File: src/rtl/gpio_bank_pkg.sv
package gpio_bank_pkg;
  localparam int DATA_W = 32;
  localparam int IDX_W  = 3;

  typedef enum logic [IDX_W-1:0] {
    IDX_DIR   = 3'd0,
    IDX_DATA  = 3'd1,
    IDX_IEN   = 3'd2,
    IDX_CHG   = 3'd3,
    IDX_WMASK = 3'd4,
    IDX_TYPE  = 3'd5
  } reg_idx_e;
endpackage

File: src/rtl/gpio_sync_edge.sv
module gpio_sync_edge #(
  parameter int N      = 24,
  parameter int STAGES = 2
) (
  input  logic         clk,
  input  logic         rst,
  input  logic [N-1:0] pin_in,
  output logic [N-1:0] level,
  output logic [N-1:0] edge_hit
);
  logic [N-1:0] stg [STAGES];
  logic [N-1:0] prev_q;

  genvar s;
  generate
    for (s = 0; s < STAGES; s++) begin : g_stage
      always_ff @(posedge clk) begin
        if (rst) begin
          stg[s] <= '0;
        end else if (s == 0) begin
          stg[s] <= pin_in;
        end else begin
          stg[s] <= stg[(s == 0) ? 0 : s-1];
        end
      end
    end
  endgenerate

  always_ff @(posedge clk) begin
    if (rst) prev_q <= '0;
    else     prev_q <= stg[STAGES-1];
  end

  assign level    = stg[STAGES-1];
  assign edge_hit = stg[STAGES-1] ^ prev_q;
endmodule

File: src/rtl/gpio_regs.sv
module gpio_regs
  import gpio_bank_pkg::*;
#(
  parameter int N = 24
) (
  input  logic             clk,
  input  logic             rst,
  input  logic             wr_en,
  input  logic [IDX_W-1:0] wr_idx,
  input  logic [N-1:0]     wr_data,
  output logic [N-1:0]     dir_q,
  output logic [N-1:0]     out_q,
  output logic [N-1:0]     ien_q,
  output logic [N-1:0]     wmask_q
);
  always_ff @(posedge clk) begin
    if (rst) begin
      dir_q   <= '0;
      out_q   <= '0;
      ien_q   <= '0;
      wmask_q <= '1;
    end else if (wr_en) begin
      case (wr_idx)
        IDX_DIR:   dir_q   <= wr_data;
        IDX_DATA:  out_q   <= (out_q & ~wmask_q) | (wr_data & wmask_q);
        IDX_IEN:   ien_q   <= wr_data;
        IDX_WMASK: wmask_q <= wr_data;
        default:   ;
      endcase
    end
  end
endmodule

File: src/rtl/gpio_change.sv
module gpio_change #(
  parameter int N = 24
) (
  input  logic         clk,
  input  logic         rst,
  input  logic [N-1:0] edge_hit,
  input  logic         clr_en,
  input  logic [N-1:0] clr_bits,
  input  logic [N-1:0] ien,
  output logic [N-1:0] chg_q,
  output logic         irq_q
);
  logic [N-1:0] clr_eff;

  always_comb begin
    clr_eff = clr_en ? clr_bits : '0;
  end

  always_ff @(posedge clk) begin
    if (rst) begin
      chg_q <= '0;
      irq_q <= 1'b0;
    end else begin
      chg_q <= (chg_q & ~clr_eff) | edge_hit;
      irq_q <= |(chg_q & ien);
    end
  end
endmodule

File: src/rtl/gpio_bank.sv
module gpio_bank
  import gpio_bank_pkg::*;
#(
  parameter int N      = 24,
  parameter int ADDR_W = 5
) (
  input  logic              clk,
  input  logic              rst,
  input  logic              req_valid,
  input  logic              req_write,
  input  logic [ADDR_W-1:0] req_addr,
  input  logic [31:0]       req_wdata,
  output logic              rsp_valid,
  output logic [31:0]       rsp_rdata,
  input  logic [N-1:0]      pin_in,
  output logic [N-1:0]      pin_out,
  output logic [N-1:0]      pin_oe,
  output logic              irq
);
  localparam int HI_W = ADDR_W - 2;

  logic [HI_W-1:0]  word_sel;
  logic [IDX_W-1:0] idx;
  logic             hit;
  logic             wr_en;
  logic             rd_en;
  logic [N-1:0]     wdata_n;
  logic [N-1:0]     dir_q, out_q, ien_q, wmask_q, chg_q;
  logic [N-1:0]     level_w, edge_w, rd_lines;
  logic [31:0]      rd_word;

  assign word_sel = req_addr[ADDR_W-1:2];
  assign idx      = word_sel[IDX_W-1:0];
  assign hit      = (req_addr[1:0] == 2'b00) && (word_sel < HI_W'(6));
  assign wr_en    = req_valid && req_write && hit;
  assign rd_en    = req_valid && !req_write;
  assign wdata_n  = req_wdata[N-1:0];

  gpio_sync_edge #(.N(N), .STAGES(2)) sync_i (
    .clk      (clk),
    .rst      (rst),
    .pin_in   (pin_in),
    .level    (level_w),
    .edge_hit (edge_w)
  );

  gpio_regs #(.N(N)) regs_i (
    .clk     (clk),
    .rst     (rst),
    .wr_en   (wr_en),
    .wr_idx  (idx),
    .wr_data (wdata_n),
    .dir_q   (dir_q),
    .out_q   (out_q),
    .ien_q   (ien_q),
    .wmask_q (wmask_q)
  );

  gpio_change #(.N(N)) chg_i (
    .clk      (clk),
    .rst      (rst),
    .edge_hit (edge_w),
    .clr_en   (wr_en && (idx == IDX_CHG)),
    .clr_bits (wdata_n),
    .ien      (ien_q),
    .chg_q    (chg_q),
    .irq_q    (irq)
  );

  always_comb begin
    rd_lines = '0;
    if (hit) begin
      case (idx)
        IDX_DIR:   rd_lines = dir_q;
        IDX_DATA:  rd_lines = (dir_q & out_q) | (~dir_q & level_w);
        IDX_IEN:   rd_lines = ien_q;
        IDX_CHG:   rd_lines = chg_q;
        IDX_WMASK: rd_lines = wmask_q;
        IDX_TYPE:  rd_lines = '1;
        default:   rd_lines = '0;
      endcase
    end
    rd_word        = '0;
    rd_word[N-1:0] = rd_lines;
  end

  always_ff @(posedge clk) begin
    if (rst) begin
      rsp_valid <= 1'b0;
      rsp_rdata <= '0;
    end else begin
      rsp_valid <= rd_en;
      if (rd_en) rsp_rdata <= rd_word;
    end
  end

  assign pin_out = out_q;
  assign pin_oe  = dir_q;
endmodule

File: config.mk
export PLATFORM = sky130hd
export DESIGN_NAME = gpio_bank
export DESIGN_NICKNAME = d
export VERILOG_FILES = /design/src/rtl/gpio_bank_pkg.sv /design/src/rtl/gpio_sync_edge.sv /design/src/rtl/gpio_regs.sv /design/src/rtl/gpio_change.sv /design/src/rtl/gpio_bank.sv
export SDC_FILE = /design/constraint.sdc
export NUM_CORES = 1
export LEC_CHECK = 0
export BUFFER_PORTS_ARGS = -buffer_cell sky130_fd_sc_hd__buf_4
export CAP_MARGIN = 20
export CORE_ASPECT_RATIO = 1.5
export CORE_MARGIN = 4
export CORE_UTILIZATION = 30
export CTS_CLUSTER_SIZE = 14
export DETAILED_ROUTE_END_ITERATION = 10
export PLACE_DENSITY = 0.53
export REMOVE_ABC_BUFFERS = 1
export SLEW_MARGIN = 25
export SYNTH_ARGS = -nofsm -noshare
export SYNTH_HDL_FRONTEND = slang
export SYNTH_SLANG_ARGS = --single-unit
File: constraint.sdc
create_clock -name clk -period 3.5 [get_ports clk]
set_input_delay 1.05 -clock clk [delete_from_list [all_inputs] [get_ports clk]]
set_output_delay 1.05 -clock clk [all_outputs]
set_load 0.01 [all_outputs]
==> results.yml <==
synth:
  synth-seq-cells: 218
  synth_warnings: 0
  synth_fa_ha_area_frac: 0
  synth.distinct_cells: 40
  synth_cells: 987
  synth_top_family_by_area: "compound AO/OA/AOI/OAI gates"
  synth-simple-area-share: 0.175
  synth-compound-area-share: 0.216
  synth-xor-area-share: 0.0236
  yosysSeqAreaShare: 0.491
  syn_area_um2: 8900
  syn_area_per_cell_um2: 9.01
  synth_mux_area_frac: 0.0293
timing:
  max_freq_ghz: 0.415
  skew_ns: 0.00908
  finalSetupViolCount: 0
  rsz0062_at_grt: "false"
  slew_headroom: 0.585
  finalCriticalPeriod_ns: 2.41
  hold_viol_final: 0
  period_share: 0.688
  finalMaxSlewViolations: 0
  tightest_slew_ns: 0.623
  fin_setup_tns_ns: 0
layout:
  fin_area_um2: 11200
  finalCoreUtilization: 0.379
  areaGrowthSynthToFinish_pct: 25.3
  antenna_cells: 0
  nNetsFinal: 1165
  fill_cells: 3016
  final_layout_size_suffix_gt1_frac: 0.206
die:
  start_util: 0.303
  coreArea_um2: 29400
  rows: 77
  die_w_um: 149
  die_area_um2: 32500
  io_pins: 147
  fp.dieH_um: 219
drt:
  avgViaCountPerCell: 4.92
  wl_per_cell_um: 18.1
  drc_errors: 0
  vias: 7444
  routed_wl_um: 27400
  drt-initial-drc-count: 404
  first_pass_iters: 5
  ant_nets: 0
global_route:
  grt-ovfl-total: 0
  antenna_found_initial: 0
  gr-usage-all-layers: 0.163
  grt_max_degree: 69
  grt_first_pass_wirelength_um: 41900
  grt_pass1_vias: 7376
critical_path:
  cp_top_family: "compound AO/OA/AOI/OAI gates"
  path_cells: "buf_4, a211oi_4, buf_4, nand4b_1, buf_4, a211o_1"
  critical_path_class: "in2reg"
  worst-path-buf-inv: 3
  critPathMostFrequentCell: "buf_4"
  slowest_stage: "a211oi_4"
  required_ns: 3.91
  worst-path-max-fanout: 28
  crit_path_end_kind: "register"
  slowest_delay_ns: 0.58
  start_kind: "input port"
  arrival_ns: 2.82
clocking:
  path_clk_slew_ns: 0.06
  cts_tree: "yes"
  ctsRootBufferMaster: "clkbuf_16"
  postCtsSetupRepairBufs: 0
  cts_sinks: 218
  cts_resized: 0
  clk_path_buf_depth: 3
  cts_made_buffers: 24
  postCtsHoldBufs: 0
  cts_htree_levels: 1
  clk_latency_ns: 0.52
place:
  placed_cell_area_um2: 10300
  post-dp-hpwl_um: 18000
  place_congestion: 0.804
  io_buffers: 130
min_path:
  hold_class: "reg2reg"
power_and_ir_drop:
  p_total_mw: 5.64
  ir_worst_vdd_uv: 273
  p_per_area_nw_per_um2: 505
  p_leak_nw: 4.26
status:
  status: "completed"
flow_run:
  maxCapViolCount: 0
cell usage in the layout, fill, tap and decap left out, types with 2 or more instances in the layout:
cell / synthesis / layout
a211o_1: 24 / 24
a211oi_1: 2 / 2
a21oi_1: 118 / 118
a221o_1: 22 / 22
a221oi_1: 2 / 2
a221oi_2: 20 / 20
a22oi_1: 34 / 34
a31oi_1: 22 / 22
and3b_1: 2 / 2
and4b_1: 2 / 2
buf_12: 0 / 3
buf_4: 9 / 161
bufinv_16: 0 / 3
clkbuf_1: 40 / 5
clkbuf_16: 0 / 25
clkbuf_8: 0 / 6
clkinv_2: 0 / 3
conb_1: 1 / 8
dfxtp_1: 218 / 218
inv_1: 46 / 46
mux2i_1: 26 / 26
nand2_1: 119 / 119
nand3_1: 3 / 3
nand3b_1: 3 / 3
nand4_1: 27 / 27
nand4b_1: 3 / 3
nor2_1: 51 / 50
nor2b_1: 74 / 74
o21a_1: 2 / 2
o21ai_0: 26 / 26
o32a_1: 2 / 2
or2_0: 13 / 13
or2_1: 7 / 7
or2_2: 2 / 2
xnor2_1: 24 / 24
per-stage QoR:
stage	instances	hold WS, ns	setup WS [ns]
CTS	1512	0.435	1.12
finish	1512	0.434	1.09
global route	1512	0.453	1.05
floorplan	909	0.414	-0.571
global placement	1469	0.418	0.585
detailed placement	1469	0.421	0.568
final timing paths:
kind	from	endpoint	slack, ns	cells after the start
hold reg to reg	sync_i.stg[0][21]	sync_i.stg[1][21]	0.43	1
setup / recovery	req_addr[4]	regs_i.wmask_q[5]	1.09	6
hold / removal	sync_i.stg[0][21]	sync_i.stg[1][21]	0.43	1
setup reg to reg	chg_i.chg_q[20]	chg_i.irq_q	2.13	4
kinds of logic after synthesis:
family                 count (synthesis)
buffers and inverters                131
other                                  1
multiplexers                          26
flip-flops                           218
AO/OA/AOI/OAI                        275
XOR/XNOR                              24
AND/OR/NAND/NOR                      312
power breakdown:
group / internal [mW] / switching [mW] / total (mW)
clock: 1.65 / 1.02 / 2.67
sequential: 2.54 / 0.0388 / 2.58
combinational: 0.155 / 0.224 / 0.379
cells in the mapped netlist (all sizes together):
cell type / n / share of area
dfxtp: 218 / 0.49
nand2: 119 / 0.050
a21oi: 118 / 0.066
nor2b: 74 / 0.052
nor2: 51 / 0.022
inv: 46 / 0.019
buf: 45 / 0.029
clkbuf: 40 / 0.017
a22oi: 34 / 0.029
nand4: 27 / 0.019
mux2i: 26 / 0.029
o21ai: 26 / 0.015
a211o: 24 / 0.024
xnor2: 24 / 0.024
a221o: 22 / 0.025
a221oi: 22 / 0.036
a31oi: 22 / 0.015
or2: 22 / 0.015
a211oi: 3 / 0.0031
nand3: 3 / 0.0017
nand3b: 3 / 0.0025
nand4b: 3 / 0.0030
and2b: 2 / 0.0018
and3b: 2 / 0.0020
and4b: 2 / 0.0023
o21a: 2 / 0.0017
o32a: 2 / 0.0023
and2: 1 / 0.00070
conb: 1 / 0.00042
nand2b: 1 / 0.00070
nor3: 1 / 0.00056
nor3b: 1 / 0.0014
area by class of cell:
type	count	area (µm²)	area share
multi-input cells	645	4000	0.359
clock inverters	7	114	0.0102
clock buffers	36	727	0.0652
inverters	46	173	0.0155
flip-flops and latches	218	4360	0.391
repair buffers	165	1280	0.115
well taps	395	494	0.0443
layer usage:
layer	wire (µm)	GRT usage	vias up
met5	0	0	-
met4	662	0.0555	0
met3	1350	0.0233	40
met2	13900	0.290	178
met1	11500	0.201	3593
li1	-	-	3633
(Power assumes the default switching activity.)
